===== src/rtl/irusPkg.sv =====
package irusPkg;
  localparam logic [3:0] A_CTRL   = 4'd0;
  localparam logic [3:0] A_STAT   = 4'd1;
  localparam logic [3:0] A_MASK   = 4'd2;
  localparam logic [3:0] A_TXDATA = 4'd3;
  localparam logic [3:0] A_RXDATA = 4'd4;
  localparam logic [3:0] A_FRAME  = 4'd5;
  localparam logic [3:0] A_FLGCLR = 4'd6;
  localparam logic [3:0] A_IRCTRL = 4'd7;
  localparam logic [3:0] A_IRSTAT = 4'd8;

  localparam int STAT_W = 7;
  localparam logic [STAT_W-1:0] MASK_WRITABLE = 7'b1000111;

  typedef struct packed {
    logic wrTx;
    logic txClr;
    logic rdRx;
    logic flagClr;
    logic pulseClr;
  } irusStrobe_t;
endpackage


===== src/rtl/irusCtrl.sv =====
module irusCtrl
  import irusPkg::*;
#(
  parameter int BUS_W  = 16,
  parameter int BYTE_W = 8
) (
  input  logic              clk,
  input  logic              rstN,
  input  logic              busSel,
  input  logic              busWr,
  input  logic [3:0]        busAddr,
  input  logic [BUS_W-1:0]  busWData,
  output logic [BUS_W-1:0]  busRData,
  output irusStrobe_t       st,
  output logic              txEn,
  output logic              rxEn,
  output logic              frmEn,
  output logic [STAT_W-1:0] maskReg,
  input  logic [STAT_W-1:0] stat,
  input  logic [BYTE_W-1:0] rxData,
  input  logic              frameErr,
  input  logic              eof,
  input  logic              pulseErr
);
  localparam logic [BUS_W-1:0] ALL_ONES = '1;

  logic wrAcc, rdAcc;
  assign wrAcc = busSel && busWr;
  assign rdAcc = busSel && !busWr;

  always_comb begin
    st          = '0;
    st.wrTx     = wrAcc && (busAddr == A_TXDATA);
    st.txClr    = wrAcc && (busAddr == A_CTRL) && busWData[2];
    st.rdRx     = rdAcc && (busAddr == A_RXDATA);
    st.flagClr  = wrAcc && (busAddr == A_FLGCLR) && (busWData == ALL_ONES);
    st.pulseClr = wrAcc && (busAddr == A_IRCTRL) && busWData[0];
  end

  always_ff @(posedge clk or negedge rstN) begin
    if (!rstN) begin
      txEn    <= 1'b0;
      rxEn    <= 1'b0;
      frmEn   <= 1'b0;
      maskReg <= '0;
    end else if (wrAcc) begin
      if (busAddr == A_CTRL) begin
        txEn <= busWData[0];
        rxEn <= busWData[1];
      end
      if (busAddr == A_MASK)  maskReg <= busWData[STAT_W-1:0] & MASK_WRITABLE;
      if (busAddr == A_FRAME) frmEn   <= busWData[0];
    end
  end

  always_comb begin
    busRData = '0;
    if (rdAcc) begin
      case (busAddr)
        A_CTRL:   busRData[1:0] = {rxEn, txEn};
        A_STAT:   busRData[STAT_W-1:0] = stat;
        A_MASK:   busRData[STAT_W-1:0] = maskReg;
        A_RXDATA: busRData[BYTE_W-1:0] = rxData;
        A_FRAME: begin
          busRData[0] = frmEn;
          busRData[8] = frameErr;
          busRData[9] = eof;
        end
        A_IRSTAT: busRData[0] = pulseErr;
        default:  busRData = '0;
      endcase
    end
  end
endmodule


===== src/rtl/irusFlags.sv =====
module irusFlags
  import irusPkg::*;
#(
  parameter int BYTE_W = 8
) (
  input  logic              clk,
  input  logic              rstN,
  input  irusStrobe_t       st,
  input  logic [BYTE_W-1:0] wrByte,
  input  logic              txEn,
  input  logic              rxEn,
  input  logic              frmEn,
  input  logic              txTake,
  input  logic              txShiftDone,
  input  logic              rxStrobe,
  input  logic [BYTE_W-1:0] rxByte,
  input  logic              rxParErr,
  input  logic              rxFrmErr,
  input  logic              frameErrIn,
  input  logic              eofIn,
  input  logic              pulseErrIn,
  output logic [BYTE_W-1:0] txByte,
  output logic              txValid,
  output logic              txComplete,
  output logic [STAT_W-1:0] stat,
  output logic [BYTE_W-1:0] rxData,
  output logic              frameErr,
  output logic              eof,
  output logic              pulseErr
);
  logic txBufEmpty, txShiftEmpty;
  logic rxFull, rxPar, rxFrm, rxOverrun;
  logic takeNow, rxAccept, rxFree;

  assign txValid    = !txBufEmpty && txEn;
  assign takeNow    = txTake && txValid;
  assign txComplete = txBufEmpty && txShiftEmpty;
  assign rxAccept   = rxStrobe && rxEn;
  assign rxFree     = !rxFull || st.rdRx;

  // transmit side
  always_ff @(posedge clk or negedge rstN) begin
    if (!rstN) begin
      txBufEmpty   <= 1'b1;
      txShiftEmpty <= 1'b1;
      txByte       <= '0;
    end else begin
      if (st.wrTx) begin
        txBufEmpty <= 1'b0;
        txByte     <= wrByte;
      end else if (st.txClr || takeNow) begin
        txBufEmpty <= 1'b1;
      end
      if (takeNow)          txShiftEmpty <= 1'b0;
      else if (txShiftDone) txShiftEmpty <= 1'b1;
    end
  end

  // receive side: a read clears first, then an arrival may land
  always_ff @(posedge clk or negedge rstN) begin
    if (!rstN) begin
      rxFull    <= 1'b0;
      rxPar     <= 1'b0;
      rxFrm     <= 1'b0;
      rxOverrun <= 1'b0;
      rxData    <= '0;
    end else begin
      if (st.rdRx) begin
        rxFull    <= 1'b0;
        rxPar     <= 1'b0;
        rxFrm     <= 1'b0;
        rxOverrun <= 1'b0;
      end
      if (rxAccept) begin
        if (rxFree) begin
          rxFull <= 1'b1;
          rxData <= rxByte;
          rxPar  <= rxParErr;
          rxFrm  <= rxFrmErr;
        end else begin
          rxOverrun <= 1'b1;
        end
      end
    end
  end

  // frame and pulse-width flags: set beats clear
  always_ff @(posedge clk or negedge rstN) begin
    if (!rstN) begin
      frameErr <= 1'b0;
      eof      <= 1'b0;
      pulseErr <= 1'b0;
    end else begin
      if (frmEn && frameErrIn) frameErr <= 1'b1;
      else if (st.flagClr)     frameErr <= 1'b0;
      if (frmEn && eofIn)      eof <= 1'b1;
      else if (st.flagClr)     eof <= 1'b0;
      if (pulseErrIn)          pulseErr <= 1'b1;
      else if (st.pulseClr)    pulseErr <= 1'b0;
    end
  end

  assign stat = {rxPar | rxFrm | rxOverrun, rxOverrun, rxFrm, rxPar,
                 rxFull, txShiftEmpty, txBufEmpty};

  p_tx_write_r2: assert property (@(posedge clk) disable iff (!rstN)
    st.wrTx |=> !txBufEmpty);

  p_overrun_r6: assert property (@(posedge clk) disable iff (!rstN)
    (rxAccept && rxFull && !st.rdRx) |=> (rxOverrun && $stable(rxData)));

  p_read_clears_r7: assert property (@(posedge clk) disable iff (!rstN)
    (st.rdRx && !rxAccept) |=> (!rxFull && !rxOverrun && !rxPar && !rxFrm));

  p_rx_ignored_r8: assert property (@(posedge clk) disable iff (!rstN)
    (rxStrobe && !rxEn && !st.rdRx) |=> ($stable(rxFull) && $stable(rxData)));

  p_flag_clear_r10: assert property (@(posedge clk) disable iff (!rstN)
    (st.flagClr && !frameErrIn && !eofIn) |=> (!frameErr && !eof));
endmodule


===== src/rtl/irUartStatus.sv =====
module irUartStatus
  import irusPkg::*;
#(
  parameter int BUS_W  = 16,
  parameter int BYTE_W = 8
) (
  input  logic              clk,
  input  logic              rstN,
  input  logic              busSel,
  input  logic              busWr,
  input  logic [3:0]        busAddr,
  input  logic [BUS_W-1:0]  busWData,
  output logic [BUS_W-1:0]  busRData,
  output logic [BYTE_W-1:0] txByte,
  output logic              txValid,
  input  logic              txTake,
  input  logic              txShiftDone,
  output logic              txComplete,
  output logic              txEn,
  output logic              rxEn,
  input  logic              rxStrobe,
  input  logic [BYTE_W-1:0] rxByte,
  input  logic              rxParErr,
  input  logic              rxFrmErr,
  input  logic              frameErrIn,
  input  logic              eofIn,
  input  logic              pulseErrIn,
  output logic              irq
);
  irusStrobe_t       st;
  logic              frmEn, frameErr, eof, pulseErr;
  logic [STAT_W-1:0] maskReg, stat;
  logic [BYTE_W-1:0] rxData;

  irusCtrl #(.BUS_W(BUS_W), .BYTE_W(BYTE_W)) uCtrl (
    .clk(clk), .rstN(rstN), .busSel(busSel), .busWr(busWr),
    .busAddr(busAddr), .busWData(busWData), .busRData(busRData),
    .st(st), .txEn(txEn), .rxEn(rxEn), .frmEn(frmEn), .maskReg(maskReg),
    .stat(stat), .rxData(rxData), .frameErr(frameErr), .eof(eof),
    .pulseErr(pulseErr)
  );

  irusFlags #(.BYTE_W(BYTE_W)) uFlags (
    .clk(clk), .rstN(rstN), .st(st), .wrByte(busWData[BYTE_W-1:0]),
    .txEn(txEn), .rxEn(rxEn), .frmEn(frmEn), .txTake(txTake),
    .txShiftDone(txShiftDone), .rxStrobe(rxStrobe), .rxByte(rxByte),
    .rxParErr(rxParErr), .rxFrmErr(rxFrmErr), .frameErrIn(frameErrIn),
    .eofIn(eofIn), .pulseErrIn(pulseErrIn), .txByte(txByte),
    .txValid(txValid), .txComplete(txComplete), .stat(stat),
    .rxData(rxData), .frameErr(frameErr), .eof(eof), .pulseErr(pulseErr)
  );

  assign irq = |(stat & maskReg);

  p_zero_mask_quiet_r9: assert property (@(posedge clk) disable iff (!rstN)
    (maskReg == '0) |-> !irq);
endmodule


===== config.mk =====
export PLATFORM = sky130hd
export DESIGN_NAME = irUartStatus
export DESIGN_NICKNAME = d
export VERILOG_FILES = /design/src/rtl/irusPkg.sv /design/src/rtl/irusCtrl.sv /design/src/rtl/irusFlags.sv /design/src/rtl/irUartStatus.sv
export SDC_FILE = /design/constraint.sdc
export NUM_CORES = 1
export LEC_CHECK = 0
export CAP_MARGIN = 20
export CORE_MARGIN = 2
export CORE_UTILIZATION = 50
export DETAILED_ROUTE_END_ITERATION = 7
export DONT_BUFFER_PORTS = 1
export GPL_TIMING_DRIVEN = 0
export PLACE_DENSITY = 0.64
export SLEW_MARGIN = 20
export SYNTH_ARGS = -nofsm -noshare
export SYNTH_HDL_FRONTEND = slang
export SYNTH_SLANG_ARGS = --single-unit

===== constraint.sdc =====
create_clock -name clk -period 1.75 [get_ports clk]
set_input_delay 0.2625 -clock clk [delete_from_list [all_inputs] [get_ports clk]]
set_output_delay 0.2625 -clock clk [all_outputs]
set_load 0.1 [all_outputs]

Word level (Yosys, flattened, before mapping)
Index checks and enable logic that the tools add are counted.
Cells by class
  add/sub/neg operators: 0
  $mul: 0
  divide/modulo/power cells: 0
  $lt $le $gt $ge: 0
  equality and inequality tests: 9
  shift-type cells: 0
  muxes and demuxes: 27
  bitwise gates (word level): 3
  reductions and logical operators: 32
Operator list (number)
  $mux W1: 22
  $eq A16 B16 Y1 const B: 1
  $eq A4 B3 Y1 const B: 4
  $logic_and A1 B1 Y1: 16
  $pmux W5 S3: 1
  $mux W10: 1
  $reduce_bool A2 Y1: 5
  $eq A4 B2 Y1 const B: 2
  $reduce_and A2 Y1: 4
  $and A7 B7 Y7: 1
  $reduce_or A7 Y1: 1
  $pmux W1 S6: 1
  $eq A4 B1 Y1 const B: 1
  $eq A4 B4 Y1 const B: 1
  $logic_not A4 Y1: 1
  $pmux W1 S4: 1
  $logic_not A1 Y1: 3
  $logic_or A1 B1 Y1: 2
  $mux W2: 1
  $or A1 B1 Y1: 2
Word-level totals
  bits in registers: 32
  bits in latches: 0
  bits in writable memories: 0
  bits in read-only memories: 0
  input bits: 40
  memories kept: 0

Depth between registers and ports, before layout
Gate-level depths: netlist (run 1).
  word-level depth: 6
  mapped depth: 5

Modules after synthesis
From an unflattened synthesis (run 1), not the netlist that was laid out.
Unflattened totals
  cell total of the unflattened synthesis: 176
  area, all modules: 1891.8 sq um
Modules (own cells, without submodules)
  irusFlags: times used 1, cells an instance 73, area an instance 999.7 sq um, sequential area each 628.1 sq um
  irusCtrl: times used 1, cells an instance 99, area an instance 862.1 sq um, sequential area each 175.2 sq um
  irUartStatus: times used 1, cells an instance 4, area an instance 30.0 sq um, sequential area each 0.0 sq um

Worst setup path after synthesis (run 1)
No wires, ideal clock.
  kind: flip-flop to output port
  from: reg uCtrl.rxEn
  to: out busRData[1]
  arrival time: 2.918 ns
  required time: 1.487 ns
  setup slack: -1.431 ns
  cell stages (with the launch flop): 4
  buffers on the path: 0
  path through: dfrtp_1 > mux2i_1 > or3_1 > a31oi_1
On the way
  word-level cells in the longest chain between the ends: 2
Ends and longest elaborated chain
  start: declaration: line irusCtrl.sv:16  | output logic rxEn,
  start signal: assignment: line irusCtrl.sv:49  | rxEn <= busWData[1];
  $pmux W1 S4: line irusCtrl.sv:59  | case (busAddr)
  $mux W10: line irusCtrl.sv:58  | if (rdAcc) begin
  end: declaration: line irUartStatus.sv:13  | output logic [BUS_W-1:0] busRData,
Every way passes these cells.

Worst setup path in the final report (run 1)
Ends and elaborated chain as after synthesis.

==> results.txt, run 1 <==
outcome - complete, but fails checks
failing checks - setup timing
first-pass GRT wire length - 7.01 mm
HP Class - primary input to register
htree depth - 2
iteration count of the initial detailed-routing pass - 4
antenna violations before repair - 0
Commonest cells post-synth - dfrtp_1 (30), mux2_2 (16), nor2_1 (10)
post-synthesis sequential area ratio - 44.5%
most common cell in the synthesized netlist - dfrtp_1
CP max-delay cell - dfrtp_4
Internal - 1670 µW
vias - 1399
root buffer cell - clkbuf_4
Final Hold Viols - 0
FMAX - 423 MHz
peak supply drop - 0.000584 V
I/O Pins - 69
delay-heaviest family, CP - flip-flops
Period minus WS final - 2.36 ns
DP Wirelength - 3.07 mm
WL/cell - 18.4 µm
flop-to-flop setup slack - 0.05 ns
distinct cell type count after synthesis - 45
Worst setup SP type - register
DP Area - 2010 µm²
layout cell share with drive strength beyond 1 - 46.8%
Net Sw Frac - 41.1%
Area Growth Syn to Fin - 29.6%
final std cell area, no fill - 2340 µm²
final worst setup slack - -0.613 ns
Buf/Inv on CP - 0
Clock Latency Late Sink - 0.34 ns
Slew Viols, Final - 0
setup repair after global routing missed its margin - yes
Clock Path Buffers - 2
drt drc - 0
clk sink count - 32
Design Power - 2830 µW
max-cap violations - 0
CP max FO - 6
synthesized instance count - 163
EDFF count, synth - 0
Worst-Margin Slew - 0.898 ns
Antenna Nets Post-Route - 0
final RePlAce weighted congestion - 0.783
Final nets - 229
largest net degree at the start of global routing - 33
Critical Path AT - 2.10 ns
port bufs - 0
cell taking the most area after synthesis - dfrtp_1
post-synthesis sequential element count - 32
chip width - 64.1 µm
final setup fails - 7
Synth Warn # - 0
Rows - 21
register share of total power - 51.0%
number of diodes - 0
CTS tree - built
worst path required time - 1.49 ns
top cells by area, synth - dfrtp_1 (42%), mux2_2 (10%), mux2_4 (6.6%)
die height - 64.1 µm
final WL - 4.35 mm
vias in the first global route - 1456
Pwr Density - 1210 nW/µm²
vias per inst - 5.93
Clk pwr share - 22.3%
worst slack at placement - -0.289 ns
leak pwr - 0.000999 µW
share of flip-flops with an asynchronous set or reset - 100%
DR iter-0 viols - 69
total CTS buffers - 5
GRT Total Usage - 22.5%
Initial Util - 52.9%
clock skew - 0.00960 ns
mean post-synth cell area - 11.1 µm²
die area - 4110 µm²
setup TNS - -1.41 ns
Psw - 1170 µW
period utilization - 135%
Slew headroom - 40.2%
total global routing overflow - 0
Post-Route Hold Slack - 0.0247 ns
clk slew on worst S/H paths - 0.09 ns
Synth top area share - 41.6%
Setup CP Type - register to primary output
combinational share of power - 26.7%
core box area - 3420 µm²
mapped cell area - 1810 µm²
critical-path cell list - mux2i_1 -> or3_4 -> a31oi_4
Critical Path End Type - primary output
max incr delay on CP - 0.67 ns
Synth Flop Type - dfrtp_1
what timing repair did:
action | CTS | global route
setup buffers | 8 | 3
endpoints found under the hold margin | 33 | 0
resized for setup | 17 | 11
hold buffers | 3 | 0
pin swaps | 15 | 10
endpoints found under the setup margin | 11 | 10
worst register-to-register path: cells and delay by family (launching register included):
family	cells	cell delay [ns]
simple gates	1	0.15
compound gates	1	0.31
buf+inv	1	0.16
mux	1	0.30
flops	1	0.67
power groups by stage:
stage | Clock (µW) | Combinational (µW) | Sequential (µW)
2_1_floorplan | 0 | 592 | 1390
3_3_place_gp | 0 | 625 | 1440
3_5_place_dp | 0 | 636 | 1450
4_1_cts | 644 | 745 | 1440
5_1_grt | 683 | 810 | 1470
6_report | 632 | 758 | 1440
final cells by class:
cell class | instances | area (µm²)
Sequential cell | 32 | 811
Clock inverter | 1 | 30.0
Buffer | 14 | 143
Fill cell | 268 | 1070
Inverter | 2 | 7.51
Timing Repair Buffer | 14 | 126
Clock buffer | 7 | 65.1
Tap cell | 46 | 57.6
Multi-Input combinational cell | 120 | 1100
metrics by stage:
| stage | std cells | utilization [%] |
|---|---|---|
| after global placement | 214 | 58.8 |
| after detailed placement | 214 | 58.8 |
| after floorplan | 168 | - |
| after CTS | 233 | 66.8 |
| final | 236 | 68.6 |
| after global routing | 236 | 68.6 |
metal layers:
| layer | vias up | routed length (µm) | global-route usage (%) |
|---|---|---|---|
| met3 | 10 | 299 | 5.81 |
| met1 | 682 | 1890 | 31.1 |
| met2 | 59 | 2070 | 33.6 |
| met5 | - | 0 | 0 |
| met4 | 0 | 89 | 9.57 |
| li1 | 648 | - | - |
layout by cell type, fill, tap and decap left out, types with 3 or more instances in the layout:
cell type,count
a21oi_1,4
buf_4,16
nor2_4,4
mux2i_1,3
a22oi_2,3
nand2_1,5
mux2_2,15
buf_6,7
mux2_4,9
and2_2,4
nand3b_1,3
conb_1,6
dfrtp_1,28
nor2_1,6
and3b_1,4
nand4_1,5
o21ai_0,5
nand2b_1,4
clkbuf_4,5
kinds of logic after synthesis:
family	Yosys count	synth area share [%]
buffers and inverters	16	5.68
multiplexers	27	18.3
XOR/XNOR	1	0.485
AO/OA/AOI/OAI	29	10.7
flip-flops	32	44.5
AND/OR/NAND/NOR	57	20.2
other	1	0.208
sequential cells by signal (all words and copies together) (netlist names):
register / flops
uCtrl.frmEn: 1
uCtrl.maskReg: 4
uCtrl.rxEn: 1
uCtrl.txEn: 1
uFlags.eof: 1
uFlags.frameErr: 1
uFlags.pulseErr: 1
uFlags.rxData: 8
uFlags.rxFrm: 1
uFlags.rxFull: 1
uFlags.rxOverrun: 1
uFlags.rxPar: 1
uFlags.txBufEmpty: 1
uFlags.txByte: 8
uFlags.txShiftEmpty: 1
worst paths after layout:
| path | startpoint | endpoint | depth (start not counted) |
|---|---|---|---|
| max in group asynchronous | rstN | uFlags.txShiftEmpty$_DFFE_PN1P_ | 2 |
| setup reg to reg | uCtrl.rxEn$_DFFE_PN0N_ | uFlags.rxData[0]$_DFFE_PN0P_ | 4 |
| setup / recovery | uCtrl.rxEn$_DFFE_PN0N_ | busRData[1] | 3 |
| hold / removal | pulseErrIn | uFlags.pulseErr$_DFFE_PN0P_ | 1 |
| min in group asynchronous | rstN | uFlags.rxData[1]$_DFFE_PN0P_ | 2 |
| hold reg to reg | uFlags.rxData[7]$_DFFE_PN0P_ | uFlags.rxData[7]$_DFFE_PN0P_ | 1 |
Power figures use the tool's default switching activity.
==> inputs of run 2 (changes only) <==
CORE_ASPECT_RATIO = 0.7   (was unset)
PLACE_DENSITY = 0.67   (was 0.64)
SETUP_SLACK_MARGIN = 0.3   (was unset)
clock period = 1.9 ns   (was 1.75 ns; I/O delays follow)
==> results.txt, run 2 (same netlist as run 1, synthesis figures left out) <==
CP max-delay cell - dfrtp_4 (unchanged)
critical-path cell list - mux2i_2 -> or3_4 -> a31oi_4 (was mux2i_1 -> or3_4 -> a31oi_4)
max incr delay on CP - 0.65 ns (was 0.67 ns)
CTS tree - built (unchanged)
I/O Pins - 69 (unchanged)
leak pwr - 0.00104 µW (was 0.000999 µW)
largest net degree at the start of global routing - 33 (unchanged)
Post-Layout Cell Count - 242 (was 236)
HP Class - primary input to register (unchanged)
DR iter-0 viols - 112 (was 69)
Clock Path Buffers - 2 (unchanged)
Pwr Density - 1120 nW/µm² (was 1210 nW/µm²)
final worst setup slack - -0.413 ns (was -0.613 ns)
biggest regs - uFlags.rxData: 8 flops, uFlags.txByte: 8 flops, uCtrl.maskReg: 4 flops (unchanged)
final WL - 4.73 mm (was 4.35 mm)
final std cell area, no fill - 2460 µm² (was 2340 µm²)
most frequent cells in the layout - dfrtp_1 (28), buf_4 (17), mux2_2 (15) (was dfrtp_1 (28), buf_4 (16), mux2_2 (15))
Final nets - 231 (was 229)
antenna violations before repair - 0 (unchanged)
root buffer cell - clkbuf_8 (was clkbuf_4)
Initial Util - 51.8% (was 52.9%)
failing checks - setup timing (unchanged)
delay-heaviest family, CP - flip-flops (unchanged)
Critical Path AT - 2.03 ns (was 2.10 ns)
drt drc - 0 (unchanged)
CP max FO - 6 (unchanged)
worst path required time - 1.62 ns (was 1.49 ns)
Worst setup SP type - register (unchanged)
Buf/Inv on CP - 0 (unchanged)
Critical Path End Type - primary output (unchanged)
htree depth - 2 (unchanged)
Antenna Nets Post-Route - 0 (unchanged)
Rows - 18 (was 21)
Clock Latency Late Sink - 0.29 ns (was 0.34 ns)
placed cells - 218 (was 214)
max-cap violations - 0 (unchanged)
layout cell share with drive strength beyond 1 - 51.0% (was 46.8%)
chip width - 75.8 µm (was 64.1 µm)
DP Area - 2100 µm² (was 2010 µm²)
vias in the first global route - 1421 (was 1456)
clk slew on worst S/H paths - 0.07 ns (was 0.09 ns)
worst slack at placement - -0.178 ns (was -0.289 ns)
first-pass GRT wire length - 7.40 mm (was 7.01 mm)
Worst-Margin Slew - 0.923 ns (was 0.898 ns)
port bufs - 0 (unchanged)
total CTS buffers - 5 (unchanged)
die height - 54.3 µm (was 64.1 µm)
leading cell type in the layout, fill and taps excluded - dfrtp_1 (unchanged)
period utilization - 122%
die area - 4120 µm² (was 4110 µm²)
final setup fails - 2 (was 7)
final RePlAce weighted congestion - 0.829 (was 0.783)
vias per inst - 5.90 (was 5.93)
clock skew - 0.00642 ns (was 0.00960 ns)
iteration count of the initial detailed-routing pass - 5 (was 4)
peak supply drop - 0.000818 V (was 0.000584 V)
core box area - 3490 µm² (was 3420 µm²)
WL/cell - 19.5 µm (was 18.4 µm)
total global routing overflow - 0 (unchanged)
setup repair after global routing missed its margin - yes (unchanged)
Slew headroom - 38.5% (was 40.2%)
post-layout util - 70.4% (was 68.6%)
DP Wirelength - 3.31 mm (was 3.07 mm)
Area Growth Syn to Fin - 36.0% (was 29.6%)
FMAX - 432 MHz
Slew Viols, Final - 0 (unchanged)
Setup CP Type - register to primary output (unchanged)
Period minus WS final - 2.31 ns
outcome - complete, but fails checks (unchanged)
Final Hold Viols - 0 (unchanged)
vias - 1427 (was 1399)
clk sink count - 32 (unchanged)
# fillers - 250 (was 268)
GRT Total Usage - 25.5% (was 22.5%)
number of diodes - 0 (unchanged)
==> run 2: cell type report <==
cell class | count | area (µm²) | share of cell area [%]
timing repair buffer | 16 | 168 | 6.82
tap | 50 | 62.6 | 2.55
inverter | 2 | 7.51 | 0.305
buffer | 14 | 169 | 6.87
clock inverter | 3 | 42.5 | 1.73
multi-input combinational | 120 | 1130 | 45.9
sequential | 32 | 811 | 33.0
clock buffer | 5 | 68.8 | 2.80
==> run 2: layer usage <==
metal | vias up | part of all wire (%) | global-route usage [%]
li1 | 655 | - | -
met1 | 712 | 45 | 35.8
met2 | 57 | 46 | 37.6
met3 | 3 | 8.4 | 7.92
met4 | 0 | 0.76 | 7.89
met5 | - | 0 | 0
==> run 2: metrics by stage <==
stage,setup TNS [ns],hold WS [ns],total power (µW)
finish,-0.664,0.0414,2740
global route,-0.753,0.0360,2850
CTS,-0.719,0.0360,2730
detailed placement,-0.193,-0.00995,1960
global placement,-0.177,-0.00996,1930
floorplan,-0.0920,-0.0106,1850
==> run 2: power by group <==
| part | total (µW) | internal (µW) | switching, µW |
|---|---|---|---|
| logic | 756 | 356 | 400 |
| registers | 1330 | 869 | 461 |
| clock network | 657 | 388 | 269 |
| total | 2740 | 1610 | 1130 |
==> run 2: worst paths after layout <==
kind	startpoint	endpoint	slack (ns)	depth (start not counted)
worst max-delay path	uCtrl.rxEn$_DFFE_PN0N_	busRData[1]	-0.41	3
worst min-delay path	txTake	uFlags.txShiftEmpty$_DFFE_PN1P_	0.04	1
worst max register to register	uCtrl.rxEn$_DFFE_PN0N_	uFlags.rxData[5]$_DFFE_PN0P_	0.11	4
worst min register to register	uFlags.rxData[7]$_DFFE_PN0P_	uFlags.rxData[7]$_DFFE_PN0P_	0.52	1
max in group asynchronous	rstN	uFlags.txBufEmpty$_DFFE_PN1P_	1.22	2
min in group asynchronous	rstN	uFlags.rxData[4]$_DFFE_PN0P_	0.43	2
==> run 2: worst reg2reg max path: cells and delay by family, from the launching register on <==
family,cells,cell delay [ns]
AO/OA/AOI/OAI,1,0.41
buffers and inverters,1,0.16
flip-flops,1,0.65
multiplexers,1,0.30
AND/OR/NAND/NOR,1,0.17
==> run 2: timing repair <==
item,in CTS,in global routing
resized for setup,17,7
hold buffers,2,0
hold endpoints to repair,32,0
buffers inserted,12,0
cloned,2,0
pin swaps,15,8
setup endpoints to repair,21,22
